<file path="src/rtl/sbl_pkg.sv">
package sbl_pkg;

    localparam logic [7:0] SBL_SYNC = 8'h80;
    localparam logic [7:0] SBL_ACK  = 8'h90;
    localparam logic [7:0] SBL_NACK = 8'hA0;

    typedef enum logic [1:0] {
        RES_NONE    = 2'd0,
        RES_OK      = 2'd1,
        RES_NACK    = 2'd2,
        RES_TIMEOUT = 2'd3
    } sbl_result_e;

    typedef enum logic [2:0] {
        ST_IDLE,
        ST_SYNC_TX,
        ST_SYNC_WAIT,
        ST_GAP,
        ST_MSG_TX,
        ST_REPLY_WAIT
    } sbl_state_e;

endpackage

</file>
<file path="src/rtl/sbl_tick_window.sv">
module sbl_tick_window #(
    parameter int unsigned LIMIT  = 10000,
    parameter int unsigned REPEAT = 100
) (
    input  logic clk,
    input  logic rst_n,
    input  logic run,
    input  logic tick,
    output logic expired
);
    localparam int unsigned CW = (LIMIT > 1) ? $clog2(LIMIT) : 1;
    localparam int unsigned RW = $clog2(REPEAT + 1);

    typedef struct packed {
        logic [CW-1:0] cnt;
        logic [RW-1:0] rep;
        logic          exp;
    } win_t;

    win_t win_d, win_q;

    always_comb begin
        win_d = win_q;
        if (!run) begin
            win_d = '0;
        end else if (tick && !win_q.exp) begin
            if (win_q.cnt == CW'(LIMIT - 1)) begin
                win_d.cnt = '0;
                win_d.rep = win_q.rep + RW'(1);
                if (win_q.rep == RW'(REPEAT - 1)) begin
                    win_d.exp = 1'b1;
                end
            end else begin
                win_d.cnt = win_q.cnt + CW'(1);
            end
        end
    end

    always_ff @(posedge clk or negedge rst_n) begin
        if (!rst_n) begin
            win_q <= '0;
        end else begin
            win_q <= win_d;
        end
    end

    assign expired = win_q.exp;


    win_needs_tick_chk: assert property (@(posedge clk) disable iff (!rst_n)
        $rose(win_q.exp) |-> $past(run) && $past(tick));


    rep_bound_chk: assert property (@(posedge clk) disable iff (!rst_n)
        win_q.rep <= RW'(REPEAT));

endmodule

</file>
<file path="src/rtl/sbl_reply_tracker.sv">
module sbl_reply_tracker #(
    parameter int unsigned HDR_BYTES  = 4,
    parameter int unsigned LEN_POS    = 3,
    parameter int unsigned CSUM_BYTES = 2
) (
    input  logic       clk,
    input  logic       rst_n,
    input  logic       active,
    input  logic       rx_valid,
    input  logic [7:0] rx_data,
    output logic       first_byte,
    output logic       last_byte
);
    localparam int unsigned NW = $clog2(HDR_BYTES + CSUM_BYTES + 256);

    typedef struct packed {
        logic [NW-1:0] cnt;
        logic [7:0]    len;
    } trk_t;

    trk_t trk_d, trk_q;
    logic [7:0]    eff_len;
    logic [NW-1:0] need;

    always_comb begin
        eff_len    = (trk_q.cnt == NW'(LEN_POS)) ? rx_data : trk_q.len;
        need       = NW'(HDR_BYTES + CSUM_BYTES) + NW'(eff_len);
        first_byte = active && rx_valid && (trk_q.cnt == '0);
        last_byte  = active && rx_valid && ((trk_q.cnt + NW'(1)) == need);
        trk_d      = trk_q;
        if (!active) begin
            trk_d = '0;
        end else if (rx_valid) begin
            trk_d.cnt = trk_q.cnt + NW'(1);
            if (trk_q.cnt == NW'(LEN_POS)) begin
                trk_d.len = rx_data;
            end
        end
    end

    always_ff @(posedge clk or negedge rst_n) begin
        if (!rst_n) begin
            trk_q <= '0;
        end else begin
            trk_q <= trk_d;
        end
    end


    reply_count_bound_chk: assert property (@(posedge clk) disable iff (!rst_n)
        active && (trk_q.cnt > NW'(LEN_POS)) |->
            trk_q.cnt < (NW'(HDR_BYTES + CSUM_BYTES) + NW'(trk_q.len)));

endmodule

</file>
<file path="src/rtl/sbl_handshake_engine.sv">
module sbl_handshake_engine
    import sbl_pkg::*;
#(
    parameter int unsigned GAP_TICKS     = 1200,
    parameter int unsigned WIN_TICKS     = 10000,
    parameter int unsigned WIN_REPEAT    = 100,
    parameter int unsigned HDR_BYTES     = 8,
    parameter int unsigned DATA_MAX      = 256,
    parameter int unsigned CSUM_BYTES    = 2,
    parameter int unsigned RPL_HDR_BYTES = 4,
    parameter int unsigned RPL_LEN_POS   = 3,
    localparam int unsigned MSG_MAX      = HDR_BYTES + DATA_MAX + CSUM_BYTES,
    localparam int unsigned LW           = $clog2(MSG_MAX + 1)
) (
    input  logic          clk,
    input  logic          rst_n,
    input  logic          tick,
    input  logic          start,
    input  logic          reply_mode,
    input  logic [LW-1:0] msg_len,
    output logic [LW-1:0] buf_addr,
    input  logic [7:0]    buf_data,
    output logic          tx_valid,
    output logic [7:0]    tx_data,
    input  logic          tx_ready,
    input  logic          rx_valid,
    input  logic [7:0]    rx_data,
    output logic          busy,
    output logic          done,
    output logic [1:0]    result
);
    typedef struct packed {
        sbl_state_e    st;
        logic          mode;
        logic [LW-1:0] len;
        logic [LW-1:0] idx;
        sbl_result_e   res;
        logic          done;
    } eng_t;

    eng_t eng_d, eng_q;
    logic gap_run, gap_exp, win_run, win_exp;
    logic trk_active, trk_first, trk_last;

    assign gap_run    = (eng_q.st == ST_GAP);
    assign win_run    = (eng_q.st == ST_SYNC_WAIT) || (eng_q.st == ST_REPLY_WAIT);
    assign trk_active = (eng_q.st == ST_REPLY_WAIT) && eng_q.mode;

    sbl_tick_window #(.LIMIT(GAP_TICKS), .REPEAT(1)) i_gap_window (
        .clk     (clk),
        .rst_n   (rst_n),
        .run     (gap_run),
        .tick    (tick),
        .expired (gap_exp)
    );

    sbl_tick_window #(.LIMIT(WIN_TICKS), .REPEAT(WIN_REPEAT)) i_wait_window (
        .clk     (clk),
        .rst_n   (rst_n),
        .run     (win_run),
        .tick    (tick),
        .expired (win_exp)
    );

    sbl_reply_tracker #(
        .HDR_BYTES  (RPL_HDR_BYTES),
        .LEN_POS    (RPL_LEN_POS),
        .CSUM_BYTES (CSUM_BYTES)
    ) i_reply_tracker (
        .clk        (clk),
        .rst_n      (rst_n),
        .active     (trk_active),
        .rx_valid   (rx_valid),
        .rx_data    (rx_data),
        .first_byte (trk_first),
        .last_byte  (trk_last)
    );

    always_comb begin
        eng_d      = eng_q;
        eng_d.done = 1'b0;
        unique case (eng_q.st)
            ST_IDLE: begin
                if (start) begin
                    eng_d.st   = ST_SYNC_TX;
                    eng_d.mode = reply_mode;
                    eng_d.len  = msg_len;
                    eng_d.idx  = '0;
                    eng_d.res  = RES_NONE;
                end
            end
            ST_SYNC_TX: begin
                if (tx_ready) begin
                    eng_d.st = ST_SYNC_WAIT;
                end
            end
            ST_SYNC_WAIT: begin
                if (rx_valid) begin
                    if (rx_data == SBL_ACK) begin
                        eng_d.st = ST_GAP;
                    end else begin
                        eng_d.st   = ST_IDLE;
                        eng_d.res  = RES_NACK;
                        eng_d.done = 1'b1;
                    end
                end else if (win_exp) begin
                    eng_d.st   = ST_IDLE;
                    eng_d.res  = RES_TIMEOUT;
                    eng_d.done = 1'b1;
                end
            end
            ST_GAP: begin
                if (gap_exp) begin
                    eng_d.st = (eng_q.idx == eng_q.len) ? ST_REPLY_WAIT : ST_MSG_TX;
                end
            end
            ST_MSG_TX: begin
                if (tx_ready) begin
                    eng_d.idx = eng_q.idx + LW'(1);
                    eng_d.st  = ST_GAP;
                end
            end
            ST_REPLY_WAIT: begin
                if (rx_valid && eng_q.mode) begin
                    if (trk_first && (rx_data == SBL_NACK)) begin
                        eng_d.st   = ST_IDLE;
                        eng_d.res  = RES_NACK;
                        eng_d.done = 1'b1;
                    end else if (trk_last) begin
                        eng_d.st   = ST_IDLE;
                        eng_d.res  = RES_OK;
                        eng_d.done = 1'b1;
                    end
                end else if (rx_valid) begin
                    eng_d.st   = ST_IDLE;
                    eng_d.res  = (rx_data == SBL_ACK) ? RES_OK : RES_NACK;
                    eng_d.done = 1'b1;
                end else if (win_exp) begin
                    eng_d.st   = ST_IDLE;
                    eng_d.res  = RES_TIMEOUT;
                    eng_d.done = 1'b1;
                end
            end
            default: begin
                eng_d.st = ST_IDLE;
            end
        endcase
    end

    always_ff @(posedge clk or negedge rst_n) begin
        if (!rst_n) begin
            eng_q <= '{st: ST_IDLE, mode: 1'b0, len: '0, idx: '0,
                       res: RES_NONE, done: 1'b0};
        end else begin
            eng_q <= eng_d;
        end
    end

    assign buf_addr = eng_q.idx;
    assign tx_valid = (eng_q.st == ST_SYNC_TX) || (eng_q.st == ST_MSG_TX);
    assign tx_data  = (eng_q.st == ST_MSG_TX) ? buf_data : SBL_SYNC;
    assign busy     = (eng_q.st != ST_IDLE);
    assign done     = eng_q.done;
    assign result   = eng_q.res;


    sync_first_chk: assert property (@(posedge clk) disable iff (!rst_n)
        $rose(busy) |-> tx_valid && (tx_data == SBL_SYNC) && (result == RES_NONE));


    tx_hold_chk: assert property (@(posedge clk) disable iff (!rst_n)
        tx_valid && !tx_ready |=> tx_valid && $stable(tx_data));


    ack_ok_chk: assert property (@(posedge clk) disable iff (!rst_n)
        (eng_q.st == ST_REPLY_WAIT) && !eng_q.mode && rx_valid && (rx_data == SBL_ACK)
            |=> done && (result == RES_OK));


    sync_reject_chk: assert property (@(posedge clk) disable iff (!rst_n)
        (eng_q.st == ST_SYNC_WAIT) && rx_valid && (rx_data != SBL_ACK)
            |=> done && (result == RES_NACK) && !tx_valid);


    done_idle_chk: assert property (@(posedge clk) disable iff (!rst_n)
        done |-> !busy && (result != RES_NONE));


    busy_start_ignored_chk: assert property (@(posedge clk) disable iff (!rst_n)
        busy && start |=> $stable(eng_q.mode) && $stable(eng_q.len));

endmodule

</file>
<file path="config.mk">
export PLATFORM = sky130hd
export DESIGN_NAME = sbl_handshake_engine
export DESIGN_NICKNAME = d
export VERILOG_FILES = /design/src/rtl/sbl_pkg.sv /design/src/rtl/sbl_tick_window.sv /design/src/rtl/sbl_reply_tracker.sv /design/src/rtl/sbl_handshake_engine.sv
export SDC_FILE = /design/constraint.sdc
export NUM_CORES = 1
export LEC_CHECK = 0
export BUFFER_PORTS_ARGS = -buffer_cell sky130_fd_sc_hd__buf_2
export CORE_MARGIN = 3
export CORE_UTILIZATION = 42
export CTS_CLUSTER_SIZE = 8
export DETAILED_ROUTE_END_ITERATION = 12
export PLACE_DENSITY = 0.57
export SLEW_MARGIN = 20
export SYNTH_ARGS = -nofsm -noshare
export SYNTH_HDL_FRONTEND = slang
export SYNTH_SLANG_ARGS = --single-unit
</file>
<file path="constraint.sdc">
create_clock -name clk -period 3.66 [get_ports clk]
set_input_delay 0.732 -clock clk [delete_from_list [all_inputs] [get_ports clk]]
set_output_delay 0.732 -clock clk [all_outputs]
set_load 0.005 [all_outputs]
</file>
After elaboration in Yosys (flattened, before gate mapping). Cells that the tools add are included.

Flip-flop bits (word level): 77. Input bits: 32.

$add $sub $neg: 7. Equality and inequality tests: 26. Muxes and demuxes: 39. Reduce and logical (&&, ||, !) cells: 25.

Operator list (count): 2-to-1 mux 3 bit (16); 2-to-1 mux 22 bit (2); 2-to-1 mux 17 bit (2); 2-to-1 mux 13 bit (2); 2-to-1 mux 24 bit (1); 2-to-1 mux 8 bit (3); inequality test 2 bit, second input constant (11); adder 9 x 1 -> 9 bit, second input constant (2); == test 9 bit (2); one-hot mux 3 bit (6 select lines) (1); one-hot mux 9 bit (2 select lines) (1); == test 8 bit, second input constant (2); adder 14 x 1 -> 14 bit, second input constant (1); == test 14 bit, second input constant (1); 2-to-1 mux 14 bit (1); adder 11 x 1 -> 11 bit, second input constant (1); == test 11 bit, second input constant (1); 2-to-1 mux 11 bit (1); adder 3 x 8 -> 9 bit, first input constant (1); == test 9 x 2 -> 1 bit, second input constant (1); zero test 9 bit (1); 2-to-1 mux 9 bit (1); AND reduction 3 bit (3); logical AND 1 bit (8); 20 further kinds (31).

Depth between registers and ports, before layout. Gate-level depths: netlist of run 1.

Depth in word-level cells: 9. Mapped depth: 15.

Cells and area by module. From an unflattened synthesis of run 1, not the netlist that was laid out.

Cell total of the unflattened synthesis: 519. Area, all modules: 4987.3 um^2.

By module, submodules not included: sbl_handshake_engine (times used 1, cells each 167, area an instance 1604.0 um^2); sbl_reply_tracker (times used 1, cells each 157, area an instance 1447.6 um^2); sbl_tick_window at i_wait_window (times used 1, cells each 125, area an instance 1183.6 um^2); sbl_tick_window at i_gap_window (times used 1, cells each 70, area an instance 752.0 um^2).

Least setup slack after synthesis of run 1. OpenSTA, ideal clock, no wires.

Path kind: flip-flop to flip-flop. Start point: register i_reply_tracker.trk_q[9] (netlist name). End point: register eng_q[24] (netlist name). Library setup time: 0.132 ns. Arrival: 2.964 ns. Data required time: 3.528 ns. Slack: 0.564 ns. Stages on the path, launching flop included: 15. Cell sequence: dfrtp_1 -> ha_1 -> buf_2 -> or4b_1 -> o21ai_1 -> and2_1 -> ha_1 -> xnor2_1 -> xnor2_1 -> nand2_1 -> nor4b_1 -> and4_1 -> o2111ai_2 -> a21oi_1 -> a31oi_1.

Word-level cells in the longest chain between the ends: 7.

Ends and longest elaborated chain: start, declared (RTL line sbl_reply_tracker.sv:21) `trk_t trk_d, trk_q;`; start signal, assigned (RTL line sbl_reply_tracker.sv:45) `trk_q <= trk_d;`; == test 9 x 2 -> 1 bit (RTL line sbl_reply_tracker.sv:26) `eff_len = (trk_q.cnt == NW'(LEN_POS)) ? rx_data : trk_q.len;`; 2-to-1 mux 8 bit (RTL line sbl_reply_tracker.sv:26); adder 3 x 8 -> 9 bit (RTL line sbl_reply_tracker.sv:27) `need = NW'(HDR_BYTES + CSUM_BYTES) + NW'(eff_len);`; == test 9 bit (RTL line sbl_reply_tracker.sv:29) `last_byte = active && rx_valid && ((trk_q.cnt + NW'(1)) == need);`; logical AND 1 bit (RTL line sbl_reply_tracker.sv:29); inequality test 4 x 2 -> 1 bit (no source line); AND reduction 5 bit (no source line); end signal, assigned (RTL line sbl_handshake_engine.sv:152) `eng_q <= '{st: ST_IDLE, mode: 1'b0, len: '0, idx: '0,`; end signal, assigned (RTL line sbl_handshake_engine.sv:155) `eng_q <= eng_d;`; end, declared (RTL line sbl_handshake_engine.sv:41) `eng_t eng_d, eng_q;`.

Several ways; a longest one is shown, not always the timed one. A chain may end at the register's enable or synchronous reset.

Worst setup path after layout of run 1.
Start point: register i_reply_tracker.trk_q[8] (netlist name). End point: register eng_q[22] (netlist name).

The elaborated chain is that of the path after synthesis.

==> flow_summary.ini, run 1 <==
[clocking]
h-tree-depth = 3
holdBufCountCts = 0
root_buffer = clkbuf_8
clockBufferDepth = 2
clk_pin_slew_ns = 0.08
numClockSinks = 77
cts_made_buffers = 9
cts_tree = done
insertion_delay_ns = 0.36

[synth]
netlist_area_um2 = 4590
yosys-top-cells-area = dfrtp_1 (42%), xor2_1 (6.7%), nor2_1 (5.8%)
synth_seq_cells = 77
ys.flop_type = dfrtp_1
synth-edff-count = 0
ys_types = 55
syn-num-nets = 533
yosysTopAreaCellShare_pct = 42.0
synth-seq-area-share_pct = 42.0
yosys_warnings = 0
yosys.area.top_type = dfrtp_1
syn_inst = 494
synth.avg_cell_area_um2 = 9.30
ys_async_sr_fraction_pct = 100

[layout]
final_common_cell = dfrtp_1
final-instance-count-excl-fill = 675
layout.nets = 573
syn2layout_area_growth_pct = 10.9
final_layout_size_suffix_gt1_share_pct = 18.6
layout_common_cells = dfrtp_1 (76), nor2_1 (71), buf_2 (52)
post-route-util_pct = 48.7
num_antenna_cells = 0
fillers = 1056

[timing]
finalCritPeriodShare_pct = 88.2
rsz0062_at_grt = false
max_freq_mhz = 310
setup_viol = 0
tightest_slew_ns = 0.745
fin_crit_ns = 3.23
fin_hold_ws_ns = 0.404
tns_ns = 0
hold_viol = 0
slew_viol_final = 0
relSlewSlack_pct = 50.3
skew_ns = 0.0106

[worst_setup_path]
worst_setup_path_start_kind = flop
slowest_stage = or4b_1
worst_r2r_path_depth = 13
critPathArrivalTime_ns = 3.44
crit_chain = ha_1 > or4b_1 > o21ai_2 > and2_1 > ha_1 > xnor2_1 > xnor2_1 > nand2_1 > nor4b_1 > and4_1 > o2111ai_2 > a21oi_2 > a22oi_1
slowest_delay_ns = 0.53
cp_data_required_time_ns = 3.87
path_class = reg2reg
rrSetupSlack_ns = 0.43
crit_path_start = i_reply_tracker.trk_q[8]
critical_path.max_fanout = 7
rr_endpoint = eng_q[22]
rr_startpoint = i_reply_tracker.trk_q[8]
worst_setup_path_end_kind = flop

[route]
post_drt_via_cell_ratio = 5.32
drt_iter0_drc = 103
via_count = 3589
ant_nets = 0
drt-pass1-iter-count = 4
drc_errors = 0
wl_per_cell_um = 14.6
postRouteWirelength_um = 9870

[floorplanning]
die_h_um = 111
die_x_um = 111
core_um2 = 10500
rows = 37
die_area_um2 = 12200
start_util_pct = 43.9
num_io_pins = 54

[power_and_ir_drop]
p_per_area_nw_per_um2 = 318
ir_drop_uv = 209
leakage_uw = 0.00233

[place]
portBuffers = 53
gp_congestion = 0.871
dp_hpwl_um = 7070
dp_cells = 659

[grt]
grt_overflow_total = 0
grt_pass1_vias = 3496
grt_pass1_wl_um = 17300
grtUsageTotal_pct = 16.9
grt_max_degree = 78
antenna_found_initial = 0

[hold_path]
hp-class = in2async

[run]
maxCapViolCount = 0

[outcome]
status = complete, no violations
cell usage after synthesis (8+ instances only):
cell type	number
a21oi_1	18
and2_1	10
buf_4	12
clkbuf_1	9
dfrtp_1	77
inv_1	11
mux2_2	14
mux2i_1	14
nand2_1	42
nand3_1	18
nand4_1	16
nor2_1	71
nor3_1	12
o21ai_0	14
or3_1	8
xnor2_1	25
xor2_1	35
layer usage:
layer  routed length [um]  GRT usage, %
met1                 4950          24.4
met2                 4370          25.0
met3                  405          4.16
met4                  147          5.09
met5                    0             0
where the power goes:
part / internal, uW / switching [uW] / total [uW]
registers: 877 / 27.1 / 904
logic: 39.8 / 57.4 / 97.2
clock network: 282 / 338 / 620
critical path: cells and delay by family, from the launching register on:
kind / cells / cell delay (ns)
simple gates: 5 / 1.23
flops: 1 / 0.44
xor+xnor: 2 / 0.33
compound gates: 4 / 0.65
fa+ha+maj: 2 / 0.44
worst max-delay path by stage:
stage	end	cells past startpoint	slack (ns)
finish	eng_q[22]	13	0.43
global route	eng_q[24]	13	0.05
CTS	eng_q[22]	13	0.30
detailed placement	eng_q[22]	13	0.33
global placement	eng_q[24]	13	0.44
floorplan	eng_q[24]	14	0.56
state kept, by name (all words and copies together), names as in the netlist:
register,flops
i_reply_tracker.trk_q,17
i_gap_window.win_q,12
eng_q,13
buf_addr,9
done,1
result,2
i_wait_window.expired,1
i_wait_window.win_q,21
i_gap_window.expired,1
repair_timing:
item | CTS | global route
buffers inserted | 0 | 0
endpoints found under the setup margin | 0 | 3
gates resized for setup | 0 | 3
area by class of cell:
class,count,area [um^2],share of cell area [%]
clock buffers,11,151,2.97
clock inverters,5,35.0,0.688
inverters,11,41.3,0.810
multi-input cells,376,2450,48.1
flip-flops and latches,77,1930,37.8
well taps,136,170,3.34
repair buffers,59,317,6.21
cell families after synthesis:
logic type,count (synthesis),share of synthesized area [%]
xor gates and xnor gates,61,11.9
adders and majority gates,7,1.91
and+or+nand+nor,218,24.4
muxes,28,6.48
DFF,77,42.0
buffers and inverters,41,4.82
AOI/OAI and AO/OA,62,8.55
stage by stage:
step / power [uW] / instance area [um^2] / setup WS (ns)
4_1_cts: 1650 / 5080 / 0.299
6_report: 1620 / 5090 / 0.431
3_3_place_gp: 1020 / 4900 / 0.440
5_1_grt: 1700 / 5090 / 0.0472
3_5_place_dp: 1020 / 4900 / 0.326
2_1_floorplan: 965 / 4590 / 0.564
(Power assumes the default switching activity.)
==> inputs of run 2 (changes only) <==
==> constraint.sdc (replaced) <==
create_clock -name clk -period 3.15 [get_ports clk]
set_input_delay 0.63 -clock clk [delete_from_list [all_inputs] [get_ports clk]]
set_output_delay 0.63 -clock clk [all_outputs]
set_load 0.005 [all_outputs]
==> flow_summary.ini, run 2 (same netlist as run 1, synthesis figures left out) <==
[timing]
tightest_slew_ns = 0.712
worst_slack_ns = 0.108
slew_viol_final = 0
finalCritPeriodShare_pct = 96.6
fin_hold_ws_ns = 0.308
max_freq_mhz = 329
setup_viol = 0
hold_viol = 0
fin_crit_ns = 3.04
skew_ns = 0.0108
rsz0062_at_grt = true
relSlewSlack_pct = 52.6

[route]
drt-pass1-iter-count = 5
via_count = 3657
top_layer_used = met4
wl_per_cell_um = 14.4
post_drt_via_cell_ratio = 5.28
drc_errors = 0
postRouteWirelength_um = 9970
wl_met2_um = 4530
wl_met1_um = 4840
drt_iter0_drc = 169
wl_met3_um = 489
ant_nets = 0

[clocking]
cts_tree = done
h-tree-depth = 3
insertion_delay_ns = 0.35
clockBufferDepth = 2
cts_made_buffers = 9
clk_pin_slew_ns = 0.08
numClockSinks = 77
root_buffer = clkbuf_8

[layout]
final-instance-count-excl-fill = 692
num_antenna_cells = 0
top_register = i_wait_window.win_q
layout.nets = 590
final_common_cell = dfrtp_1
largest_register_ffs = 21
multiInputGateArea_um2 = 2520
top_regs = i_wait_window.win_q: 21 flops, i_reply_tracker.trk_q: 17 flops, eng_q: 13 flops
seqCellArea_um2 = 1930
final_cell_area_um2 = 5290
syn2layout_area_growth_pct = 15.2
final_layout_size_suffix_gt1_share_pct = 21.9
layout_common_cells = dfrtp_1 (77), nor2_1 (71), buf_2 (52)
fillers = 1042

[worst_setup_path]
cp_data_required_time_ns = 3.35
worst_setup_path_start_kind = flop
worst_setup_path_end_kind = flop
critPathArrivalTime_ns = 3.24
critical_path.max_fanout = 4
path_class = reg2reg

[floorplanning]
num_io_pins = 54
rows = 37
start_util_pct = 43.9
die_x_um = 111
die_h_um = 111
core_um2 = 10500
die_area_um2 = 12200

[place]
gp_congestion = 0.850
portBuffers = 53
dp_cells = 675
dpl_cell_area_um2 = 5020
dp_slack_ns = 0.0620
dp_hpwl_um = 7200

[power_and_ir_drop]
swShare_pct = 25.0
seqPwrFrac_pct = 54.8
ir_drop_uv = 228
p_comb_share_pct = 5.9
leakage_uw = 0.00243
internal-power_uw = 1430
clockPowerShare_pct = 39.3
p_switching_uw = 479
p_per_area_nw_per_um2 = 361
power.total_uw = 1910

[grt]
grt_pass1_vias = 3624
grt_pass1_wl_um = 17300
grt_overflow_total = 0
grt_max_degree = 78
grtUsageTotal_pct = 16.7
antenna_found_initial = 0

[hold_path]
hp-class = in2async

[outcome]
status = complete, no violations

[run]
maxCapViolCount = 0
==> run 2: cell types whose count changed in the layout (fill, tap and decap cells not counted), sizes merged <==
cell	previous run	this run
bufinv	0	1
buf	59	76
clkinvlp	4	2
inv	11	12
==> run 2: critical path, stage by stage (launching register included) <==
cell and delay (ns):
dfrtp_1 0.36, ha_2 0.21, or4b_4 0.48, o21ai_2 0.17, and2_4 0.18, ha_4 0.19
xnor2_2 0.13, xnor2_1 0.13, nand2_1 0.08, nor4b_2 0.27, and4_1 0.26, o2111ai_4 0.14
a21oi_2 0.21, a22oi_1 0.09
==> run 2: area by class of cell <==
| class | instances | area share (%) |
|---|---|---|
| clock buffer | 11 | 2.48 |
| clock inverter | 5 | 1.11 |
| inverter | 11 | 0.780 |
| multi-input combinational | 376 | 47.5 |
| sequential | 77 | 36.4 |
| tap | 136 | 3.22 |
| timing repair buffer | 76 | 8.46 |
==> run 2: path summary, 6_finish.rpt <==
path	startpoint	to	slack [ns]	cells after the start
setup / recovery	i_reply_tracker.trk_q[8]	eng_q[22]	0.11	13
hold / removal	rst_n	i_reply_tracker.trk_q[7]	0.31	1
setup reg to reg	i_reply_tracker.trk_q[8]	eng_q[22]	0.11	13
hold reg to reg	result[1]	result[1]	0.52	2
max in group asynchronous	rst_n	result[1]	2.36	1
min in group clk	msg_len[4]	eng_q[16]	0.51	2
==> run 2: per-stage QoR <==
stage / utilization (%) / TNS [ns]
4_1_cts: 49.8 / 0
5_1_grt: 50.6 / -0.0892
2_1_floorplan: - / 0
3_5_place_dp: 47.9 / 0
3_3_place_gp: 47.9 / 0
6_report: 50.6 / 0
==> run 2: routing by layer <==
metal / global-route usage [%] / up-vias
met5: 0 / -
met3: 3.29 / 7
met4: 4.76 / 0
met1: 24.0 / 1738
met2: 25.5 / 88
li1: - / 1824
==> run 2: what timing repair did <==
item                       CTS  global route
setup endpoints to repair    0             4
hold buffers                 0             0
resized for setup            0            13
buffers inserted             0             1
==> run 2: power by group through the flow <==
stage	clock network, uW	registers [uW]	logic [uW]
4_1_cts	773	1050	116
3_3_place_gp	0	1070	113
2_1_floorplan	0	1060	58.3
3_5_place_dp	0	1070	115
6_report	751	1050	113
5_1_grt	810	1060	132
